## src/rtl/spw_pkg.sv

```systemverilog
package spw_pkg;
  // Target select, encoded as {C1, C2} (C2 is the last bit shifted in)
  typedef enum logic [1:0] {
    SEL_R    = 2'b00,
    SEL_F    = 2'b01,
    SEL_N    = 2'b10,
    SEL_INIT = 2'b11
  } spw_sel_e;
endpackage

```

## src/rtl/spw_rst_sync.sv

```systemverilog
module spw_rst_sync #(
  parameter int STAGES = 2
) (
  input  logic clk,
  input  logic arst_n,
  output logic rst_n_o
);
  logic [STAGES-1:0] chain_q;
  logic [STAGES-1:0] chain_d;

  always_comb begin
    chain_d = {chain_q[STAGES-2:0], 1'b1};
  end

  always_ff @(posedge clk or negedge arst_n) begin
    if (!arst_n) chain_q <= '0;
    else         chain_q <= chain_d;
  end

  assign rst_n_o = chain_q[STAGES-1];
endmodule

```

## src/rtl/spw_in_sync.sv

```systemverilog
module spw_in_sync #(
  parameter int WIDTH  = 3,
  parameter int STAGES = 2
) (
  input  logic             clk,
  input  logic             rst_n,
  input  logic [WIDTH-1:0] pins_i,
  output logic [WIDTH-1:0] level_o,
  output logic [WIDTH-1:0] rise_o
);
  logic [STAGES-1:0][WIDTH-1:0] stg_q;
  logic [STAGES-1:0][WIDTH-1:0] stg_d;
  logic [WIDTH-1:0]             prev_q;

  always_comb begin
    stg_d = {stg_q[STAGES-2:0], pins_i};
  end

  always_ff @(posedge clk or negedge rst_n) begin
    if (!rst_n) begin
      stg_q  <= '0;
      prev_q <= '0;
    end else begin
      stg_q  <= stg_d;
      prev_q <= stg_q[STAGES-1];
    end
  end

  assign level_o = stg_q[STAGES-1];
  assign rise_o  = stg_q[STAGES-1] & ~prev_q;
endmodule

```

## src/rtl/spw_shifter.sv

```systemverilog
module spw_shifter #(
  parameter int WORD_W = 21
) (
  input  logic              clk,
  input  logic              rst_n,
  input  logic              shift_en,
  input  logic              bit_i,
  output logic [WORD_W-1:0] word_o
);
  logic [WORD_W-1:0] word_q;
  logic [WORD_W-1:0] word_d;

  always_comb begin
    word_d = word_q;
    if (shift_en) word_d = {word_q[WORD_W-2:0], bit_i};
  end

  always_ff @(posedge clk or negedge rst_n) begin
    if (!rst_n) word_q <= '0;
    else        word_q <= word_d;
  end

  assign word_o = word_q;
endmodule

```

## src/rtl/spw_router.sv

```systemverilog
module spw_router
  import spw_pkg::*;
#(
  parameter int WORD_W = 21,
  parameter int CTRL_W = 2,
  parameter int RDIV_W = 14,
  parameter int TEST_W = 4,
  parameter int B_W    = 13,
  parameter int A_W    = 5,
  localparam int FIELD_W = WORD_W - CTRL_W
) (
  input  logic               clk,
  input  logic               rst_n,
  input  logic               load_i,
  input  logic [WORD_W-1:0]  word_i,
  output logic               ld_prec_o,
  output logic [RDIV_W-1:0]  r_div_o,
  output logic               r_err_o,
  output logic               n_go_o,
  output logic [B_W-1:0]     n_b_o,
  output logic [A_W-1:0]     n_a_o,
  output logic [FIELD_W-1:0] func_o,
  output logic               div_rst_o
);
  logic [FIELD_W-1:0] fld;
  spw_sel_e           sel;

  assign fld = word_i[WORD_W-1:CTRL_W];
  assign sel = spw_sel_e'(word_i[1:0]);

  logic               ldp_q,  ldp_d;
  logic [RDIV_W-1:0]  rdiv_q, rdiv_d;
  logic               err_q,  err_d;
  logic               go_q,   go_d;
  logic [B_W-1:0]     b_q,    b_d;
  logic [A_W-1:0]     a_q,    a_d;
  logic [FIELD_W-1:0] func_q, func_d;
  logic               drst_q, drst_d;

  always_comb begin
    ldp_d  = ldp_q;
    rdiv_d = rdiv_q;
    err_d  = err_q;
    go_d   = go_q;
    b_d    = b_q;
    a_d    = a_q;
    func_d = func_q;
    drst_d = 1'b0;
    if (load_i) begin
      unique case (sel)
        SEL_R: begin
          ldp_d  = fld[FIELD_W-1];
          rdiv_d = fld[RDIV_W-1:0];
          err_d  = |fld[FIELD_W-2 -: TEST_W];
        end
        SEL_N: begin
          go_d = fld[FIELD_W-1];
          b_d  = fld[A_W +: B_W];
          a_d  = fld[A_W-1:0];
        end
        SEL_F: begin
          func_d = fld;
        end
        SEL_INIT: begin
          func_d = fld;
          drst_d = 1'b1;
        end
        default: ;
      endcase
    end
  end

  always_ff @(posedge clk or negedge rst_n) begin
    if (!rst_n) begin
      ldp_q  <= 1'b0;
      rdiv_q <= '0;
      err_q  <= 1'b0;
      go_q   <= 1'b0;
      b_q    <= '0;
      a_q    <= '0;
      func_q <= '0;
      drst_q <= 1'b0;
    end else begin
      ldp_q  <= ldp_d;
      rdiv_q <= rdiv_d;
      err_q  <= err_d;
      go_q   <= go_d;
      b_q    <= b_d;
      a_q    <= a_d;
      func_q <= func_d;
      drst_q <= drst_d;
    end
  end

  assign ld_prec_o = ldp_q;
  assign r_div_o   = rdiv_q;
  assign r_err_o   = err_q;
  assign n_go_o    = go_q;
  assign n_b_o     = b_q;
  assign n_a_o     = a_q;
  assign func_o    = func_q;
  assign div_rst_o = drst_q;
endmodule

```

## src/rtl/spw_decoder.sv

```systemverilog
module spw_decoder #(
  parameter int WORD_W      = 21,
  parameter int CTRL_W      = 2,
  parameter int RDIV_W      = 14,
  parameter int TEST_W      = 4,
  parameter int B_W         = 13,
  parameter int A_W         = 5,
  parameter int SYNC_STAGES = 2,
  localparam int FIELD_W = WORD_W - CTRL_W
) (
  input  logic               clk,
  input  logic               rst_n,
  input  logic               ser_clk,
  input  logic               ser_data,
  input  logic               ser_le,
  output logic               ld_prec,
  output logic [RDIV_W-1:0]  r_div,
  output logic               r_test_err,
  output logic               n_go,
  output logic [B_W-1:0]     n_b,
  output logic [A_W-1:0]     n_a,
  output logic [FIELD_W-1:0] func_word,
  output logic               cnt_hold,
  output logic               div_rst
);
  localparam int PIN_DATA = 0;
  localparam int PIN_CLK  = 1;
  localparam int PIN_LE   = 2;

  logic              rst_n_sync;
  logic [2:0]        pin_lvl;
  logic [2:0]        pin_rise;
  logic              shift_en;
  logic              le_rise;
  logic [WORD_W-1:0] word;

  spw_rst_sync #(.STAGES(SYNC_STAGES)) u_rst (
    .clk     (clk),
    .arst_n  (rst_n),
    .rst_n_o (rst_n_sync)
  );

  spw_in_sync #(.WIDTH(3), .STAGES(SYNC_STAGES)) u_sync (
    .clk     (clk),
    .rst_n   (rst_n_sync),
    .pins_i  ({ser_le, ser_clk, ser_data}),
    .level_o (pin_lvl),
    .rise_o  (pin_rise)
  );

  assign shift_en = pin_rise[PIN_CLK];
  assign le_rise  = pin_rise[PIN_LE];

  spw_shifter #(.WORD_W(WORD_W)) u_shift (
    .clk      (clk),
    .rst_n    (rst_n_sync),
    .shift_en (shift_en),
    .bit_i    (pin_lvl[PIN_DATA]),
    .word_o   (word)
  );

  spw_router #(
    .WORD_W (WORD_W), .CTRL_W (CTRL_W), .RDIV_W (RDIV_W),
    .TEST_W (TEST_W), .B_W (B_W), .A_W (A_W)
  ) u_route (
    .clk       (clk),
    .rst_n     (rst_n_sync),
    .load_i    (le_rise),
    .word_i    (word),
    .ld_prec_o (ld_prec),
    .r_div_o   (r_div),
    .r_err_o   (r_test_err),
    .n_go_o    (n_go),
    .n_b_o     (n_b),
    .n_a_o     (n_a),
    .func_o    (func_word),
    .div_rst_o (div_rst)
  );

  // F1 of the function latch holds the dividers at their load point
  assign cnt_hold = func_word[0];
endmodule

```

## config.mk

```make
export PLATFORM = sky130hd
export DESIGN_NAME = spw_decoder
export DESIGN_NICKNAME = d
export VERILOG_FILES = /design/src/rtl/spw_pkg.sv /design/src/rtl/spw_rst_sync.sv /design/src/rtl/spw_in_sync.sv /design/src/rtl/spw_shifter.sv /design/src/rtl/spw_router.sv /design/src/rtl/spw_decoder.sv
export SDC_FILE = /design/constraint.sdc
export NUM_CORES = 1
export LEC_CHECK = 0
export ABC_AREA = 0
export BUFFER_PORTS_ARGS = -buffer_cell sky130_fd_sc_hd__clkbuf_2
export CORE_UTILIZATION = 49
export DETAILED_ROUTE_END_ITERATION = 10
export HOLD_SLACK_MARGIN = 0.03
export PLACE_DENSITY = 0.82
export SYNTH_ARGS = -nofsm -noshare
export SYNTH_HDL_FRONTEND = slang
export SYNTH_SLANG_ARGS = --single-unit
```

## constraint.sdc

```tcl
create_clock -name clk -period 2.4 [get_ports clk]
set_input_delay 0.24 -clock clk [delete_from_list [all_inputs] [get_ports clk]]
set_output_delay 0.24 -clock clk [all_outputs]
set_load 0.02 [all_outputs]
```

### Word level (Yosys, flattened, before mapping)

Index checks and enable logic that the tools add are counted.

| word-level totals | value |
|---|---|
| bits in registers | 87 |

| operators by class | value |
|---|---|
| equal/unequal tests | 3 |
| mux-type cells | 2 |
| bitwise operators | 2 |
| reduce and logical (&&, ||, !) cells | 6 |

Operators by type and width:

| cell | count |
|---|---|
| AND reduction 2 bit | 3 |
| == test 2 bit (second input constant) | 2 |
| OR reduction 4 bit | 1 |
| bitwise AND 3 bit | 1 |
| inverter 3 bit | 1 |
| == test 2 x 1 -> 1 bit (second input constant) | 1 |
| zero test 2 bit | 1 |
| two-way mux 1 bit | 2 |
| OR reduction 2 bit | 1 |

### Logic depth before layout (Yosys ltp)

Gate-level depths: netlist of the first run.

| depth | value |
|---|---|
| depth in word-level cells | 3 |
| mapped depth | 4 |
| depth with buffers taken out | 2 |

### Modules after synthesis

Synthesis of the first run repeated with hierarchy kept, for this count alone.

| unflattened totals | value |
|---|---|
| cells, all modules | 178 |
| area, all modules | 3264.4 um2 |

By module, submodules not included:

| module | instances | cells an instance | area an instance (um2) | seq. area each (um2) |
|---|---|---|---|---|
| spw_router | 1 | 118 | 2077.0 | 1376.3 |
| spw_shifter | 1 | 44 | 859.6 | 525.5 |
| spw_in_sync | 1 | 12 | 266.5 | 225.2 |
| spw_rst_sync | 1 | 3 | 53.8 | 50.0 |
| spw_decoder | 1 | 1 | 7.5 | 0.0 |

### Least setup slack after synthesis of the first run

Ideal clock, no wire load.

| timing | value |
|---|---|
| kind | reg2reg |
| start | register u_shift.word_q[0], in the netlist u_shift.word_o[0] |
| end | register u_route.rdiv_q[10], in the netlist u_route.r_div_o[10] |
| data arrival time | 1.394 ns |
| required time | 2.275 ns |
| slack | 0.882 ns |
| stages on the path, launching flop included | 4 |
| buffers on the path | 1 |
| clock period less this slack | 1.518 ns |
| path through | dfrtp_1 nor4b_4 buf_6 mux2_2 |

| between the ends | value |
|---|---|
| longest elaborated chain between the ends | 2 |

RTL lines:

| item | RTL line | RTL |
|---|---|---|
| start: declaration | spw_shifter.sv:10 | `logic [WORD_W-1:0] word_q;` |
| start signal: assignment | spw_shifter.sv:20 | `else word_q <= word_d;` |
| zero test 2 bit | spw_router.sv:50 | `unique case (sel)` |
| AND reduction 2 bit (no line) | - |  |
| end signal: assignment | spw_router.sv:85 | `rdiv_q <= rdiv_d;` |
| end: declaration | spw_router.sv:32 | `logic [RDIV_W-1:0] rdiv_q, rdiv_d;` |

Every way passes these cells.
A chain may end at the register's enable or synchronous reset.

### Final worst setup path of the first run

| timing | value |
|---|---|
| start | register u_shift.word_q[0], in the netlist u_shift.word_o[0] |
| end | register u_route.rdiv_q[9], in the netlist u_route.r_div_o[9] |

The elaborated chain is that of the path after synthesis.

==> metrics.txt, run 1 <==
CTS root buf clkbuf_8; setup TNS 0 ns; Post-Layout Inst Area 3760 µm²; Synth top area share 0.690; Synth Warn # 0; full die area 6690 µm²; top cells by count, synth 86 x dfrtp_1, 75 x mux2_2, 4 x buf_2; gr ovfl total 0; GRT met1 Usage 0.219; H-tree Lvls 3; Fin. Hold Viols 0; cts repair resizes 0; Max Transition Viols Final 0; First-pass DRT Iterations 3; GR Util All Layers 0.173; Finish-stage setup viols 0; RSZ-0062 raised after global routing no; Iteration-0 DRC Markers 45; fillers 475; final worst-path cycle share 0.715; Starting Density 0.518; M2 GR Usage 0.268; RR Startpoint u_shift.word_o[0]; # Max-Cap Violations 0; ANT nets after route 0; share of cells above drive strength 1 0.625; Hold Crit Class in -> async; Worst-Skew Late Latency 0.34 ns; Tmin final 1.72 ns; WP data required 2.62 ns; post-CTS setup buffer count 0; CTS tree yes; hold_buf cts 4; Syn Nets 182; Die Wd 81.8 µm; layer with the highest usage met2; Slew @ Worst Pin 0.503 ns; Leak 1.92 nW; Clock Path Buffers 2; cell with the most instances after synthesis dfrtp_1; Vias/cell 5.14; Die Y 81.8 µm; input/output buffers 60; tightest hold margin 0.201 ns; CP Launch Type flop; largest fanout on the critical path 6; Max Clk Rate 583 MHz; Async SR Flop Fraction 1.00; Placed Area 3540 µm²; Clk pin slew, worst setup/hold paths 0.08 ns; clk sinks 86; CP arrival 1.94 ns; core footprint 6030 µm²; num rows 28; cell taking the most area after synthesis dfrtp_1; status complete, no violations; IO Count 61; largest net degree at the start of global routing 48; DR vias 1700; Post-DP HPWL 3.51 mm; Distinct cells, synth 13; EDFF count, synth 0; Max-slew headroom 0.665; Cell Pwr Density 1140 nW/µm²; post-synthesis sequential area ratio 0.690; mapped cell area 3120 µm²; Worst VDD drop 0.000725 V; wire per inst 15.7 µm; DRC 0; initial antenna violation count 0; final net count 256; critical path launch point u_shift.word_o[0]; synthesized flop and latch total 86; GPL Wtd Cong 0.712; Cells after Synth 177; ranking of synthesized cells by area dfrtp_1 69%, mux2_2 27%, nor4b_4 0.76%; Global Route met3 Usage 0.0478; global-route wire length before repair 8.29 mm; # diodes 0; P&R area growth vs syn 20.6%; R2R cell count 3; Post-Syn Area per Cell 17.6 µm²; vias in the first global route 1678; Primary FF master, synth dfrtp_1; final WL 5.18 mm; crit path kind reg -> reg; Num CTS Buffers 9; Fin Clk Skew 0.00821 ns; Setup crit end kind flop
==> sequential cells by signal, summed over array words and instances (netlist names) <==
signal and cells:
u_route.div_rst_o 1, u_sync.prev_q 2, u_route.ld_prec_o 1, u_rst.chain_q 2, u_route.func_o 19, u_route.n_go_o 1, u_shift.word_o 21, u_route.r_div_o 14
u_sync.level_o 3, u_route.n_b_o 13, u_route.n_a_o 5, u_sync.stg_d 3, u_route.r_err_o 1
==> cell usage in the layout (no fill, tap or decap), drive strengths merged <==
cell type and instances:
nand3b 1, nor2 1, mux2 75, clkinvlp 2, clkinv 1, nor4bb 1
dlygate4sd3 4, clkbuf 73, inv 1, buf 7, conb 1, nor2b 1
dfrtp 86, or4 1, nor4b 1
==> path summary, 6_finish.rpt <==
| check | endpoint | slack [ns] |
|---|---|---|
| worst max-delay path | u_route.r_div_o[9] | 0.68 |
| worst min-delay path | u_rst.chain_q[1] | 0.20 |
| worst max register to register | u_route.r_div_o[9] | 0.68 |
| worst min register to register | u_route.func_o[9] | 0.31 |
| max in group asynchronous | u_route.div_rst_o | 1.48 |
| min in group clk | u_rst.chain_q[1] | 0.35 |
==> critical path, cell delays in order (launching register included) <==
cell     delay (ns)
dfrtp_1        0.47
nor4b_4        0.54
buf_4          0.25
mux2_2         0.34
==> cell type report <==
type                       count  area (µm²)  share of cell area
inverter                       1        3.75            0.000998
multi-input combinational     82         925               0.246
clock inverter                 3        20.0             0.00532
tap                           75        93.8              0.0249
sequential                    86        2160               0.573
clock buffer                  13         159              0.0422
timing repair buffer          71         405               0.108
==> kinds of logic (layout without fill, tap and decap cells) <==
| family | Yosys count | count (layout) | share of synthesized area |
|---|---|---|---|
| buf+inv | 9 | 88 | 0.0196 |
| simple gates | 6 | 6 | 0.0188 |
| other cells | 1 | 1 | 0.00120 |
| flops | 86 | 86 | 0.690 |
| mux | 75 | 75 | 0.271 |
==> per-layer routing <==
layer	vias to the layer above	share of wire
li1	775	-
met1	877	0.45
met2	40	0.48
met3	8	0.045
met4	0	0.017
met5	-	0
==> power by group <==
part	total, W	internal [W]	switching [W]
logic	0.00118	0.000547	0.000630
registers	0.00218	0.00186	0.000321
clock network	0.000911	0.000432	0.000479
==> per-stage QoR <==
step	total power, W	worst slack (ns)	utilization	cells
2_1_floorplan	0.00295	0.882	-	177
4_1_cts	0.00432	0.671	0.624	331
6_report	0.00427	0.683	0.624	331
3_5_place_dp	0.00341	0.686	0.588	311
3_3_place_gp	0.00337	0.756	0.588	311
5_1_grt	0.00450	0.601	0.624	331
No activity file was read; power rests on OpenSTA's default activity.
==> run 2: changes to the inputs <==
--- a/config.mk
+++ b/config.mk
@@ -7,10 +7,10 @@
 export LEC_CHECK = 0
 export ABC_AREA = 0
 export BUFFER_PORTS_ARGS = -buffer_cell sky130_fd_sc_hd__clkbuf_2
-export CORE_UTILIZATION = 49
+export CORE_UTILIZATION = 54
 export DETAILED_ROUTE_END_ITERATION = 10
 export HOLD_SLACK_MARGIN = 0.03
-export PLACE_DENSITY = 0.82
+export PLACE_DENSITY = 0.85
 export SYNTH_ARGS = -nofsm -noshare
 export SYNTH_HDL_FRONTEND = slang
 export SYNTH_SLANG_ARGS = --single-unit
==> constraint.sdc (replaced) <==
create_clock -name clk -period 1.6 [get_ports clk]
set_input_delay 0.16 -clock clk [delete_from_list [all_inputs] [get_ports clk]]
set_output_delay 0.16 -clock clk [all_outputs]
set_load 0.02 [all_outputs]
==> metrics.txt, run 2 (same netlist as run 1, synthesis figures left out) <==
Die Wd 78.0 µm (was 81.8 µm); CP Launch Type flop (unchanged); Clk pin slew, worst setup/hold paths 0.08 ns (about the same); Clock Path Buffers 2 (unchanged); final worst-path cycle share 0.951 (was 0.715); Fin Clk Skew 0.00774 ns (was 0.00821 ns); CTS root buf clkbuf_8 (unchanged); Fin. Hold Viols 0 (unchanged); vias in the first global route 1768 (was 1678); most common cell after layout, fill and taps aside dfrtp_1 (unchanged); most frequent cells in the layout 85 x dfrtp_1, 75 x mux2_2, 60 x clkbuf_2, 11 x clkbuf_8, 10 x buf_4 (was 85 x dfrtp_1, 75 x mux2_2, 60 x clkbuf_2, 11 x clkbuf_8, 6 x buf_4); Leak 1.97 nW (was 1.92 nW); num rows 27 (was 28); Largest register FFs 21 (unchanged); DP Cell Count 313 (was 311); Worst VDD drop 0.000776 V (was 0.000725 V); # Max-Cap Violations 0 (unchanged); final net count 261 (was 256); # diodes 0 (unchanged); DRC 0 (unchanged); area of the multi-input gates 925 µm² (unchanged); CTS tree yes (unchanged); gr ovfl total 0 (unchanged); Vias/cell 5.13 (was 5.14); Starting Density 0.563 (was 0.518); final WL 5.19 mm (was 5.18 mm); wire per inst 15.6 µm (was 15.7 µm); Cell Pwr Density 1720 nW/µm² (was 1140 nW/µm²); Num CTS Buffers 9 (unchanged); Max Transition Viols Final 0 (unchanged); ANT nets after route 0 (unchanged); H-tree Lvls 3 (unchanged); clk sinks 86 (unchanged); WP data required 1.84 ns (was 2.62 ns); largest fanout on the critical path 5 (was 6); Hold Crit Class in -> async (unchanged); fillers 389 (was 475); Setup crit end kind flop (unchanged); GPL Wtd Cong 0.718 (was 0.712); initial antenna violation count 0 (unchanged); full die area 6090 µm² (was 6690 µm²); Worst-Skew Late Latency 0.35 ns (was 0.34 ns); CP arrival 1.76 ns (was 1.94 ns); Tmin final 1.52 ns (was 1.72 ns); Reg area 2160 µm² (unchanged); cts repair resizes 0 (unchanged); largest net degree at the start of global routing 44 (was 48); DR vias 1709 (was 1700); input/output buffers 60 (unchanged); IO Count 61 (unchanged); post-route insts no fill 333 (was 331); First-pass DRT Iterations 4 (was 3); GR Util All Layers 0.196 (was 0.173); RSZ-0062 raised after global routing no (unchanged); global-route wire length before repair 8.81 mm (was 8.29 mm); hold_buf cts 4 (unchanged); status complete, no violations (unchanged); Die Y 78.0 µm (was 81.8 µm); Iteration-0 DRC Markers 69 (was 45); core footprint 5540 µm² (was 6030 µm²); Post-DP HPWL 3.59 mm (was 3.51 mm); share of cells above drive strength 1 0.636 (was 0.625); post-CTS setup buffer count 0 (unchanged); P&R area growth vs syn 22.7% (was 20.6%); Finish-stage setup viols 0 (unchanged); setup TNS 0 ns (unchanged); Max Clk Rate 657 MHz (was 583 MHz); crit path kind reg -> reg (unchanged)
## run 2: path summary, 6_finish.rpt
check / start / to / slack [ns] / cells past startpoint
worst max-delay path: u_shift.word_o[0] / u_route.n_b_o[8] / 0.08 / 3
worst min-delay path: rst_n / u_rst.chain_q[1] / 0.12 / 2
worst max register to register: u_shift.word_o[0] / u_route.n_b_o[8] / 0.08 / 3
worst min register to register: u_rst.chain_q[1] / u_shift.word_o[15] / 0.25 / 0
max in group asynchronous: u_rst.chain_q[1] / u_route.func_o[3] / 0.81 / 1
min in group clk: u_rst.chain_q[0] / u_rst.chain_q[1] / 0.35 / 0
## run 2: worst max-delay path: stages, from the launching register on
cell      delay, ns
dfrtp_1        0.47
nor4bb_4       0.39
buf_4          0.21
mux2_2         0.34
## run 2: per-layer routing
metal / share of wire / vias to the layer above / global-route usage
met4: 0.021 / 0 / 0.117
met5: 0 / - / 0
met1: 0.47 / 875 / 0.264
li1: - / 782 / -
met3: 0.044 / 8 / 0.0477
met2: 0.46 / 44 / 0.291
## run 2: stage by stage
stage | util | power (W) | worst slack, ns | hold WS, ns | instance area, µm²
finish | 0.691 | 0.00658 | 0.0781 | 0.124 | 3830
global route | 0.691 | 0.00692 | 0.0200 | 0.115 | 3830
CTS | 0.691 | 0.00666 | 0.0686 | 0.0995 | 3830
detailed placement | 0.648 | 0.00513 | 0.0833 | -0.0502 | 3590
global placement | 0.648 | 0.00504 | 0.117 | -0.0545 | 3590
floorplan | - | 0.00443 | 0.0816 | -0.136 | 3120
## run 2: area by class of cell
type                            instances  share of cell area
Inverter                                1            0.000980
Multi-Input combinational cell         82               0.241
Tap cell                               72              0.0235
Clock buffer                           12              0.0405
Sequential cell                        86               0.563
Clock inverter                          4              0.0118
Timing Repair Buffer                   76               0.119
## run 2: where the power goes
group	switching [W]	internal, W	total (W)
sequential	0.000485	0.00280	0.00328
combinational	0.000958	0.000834	0.00179
clock	0.000705	0.000799	0.00150
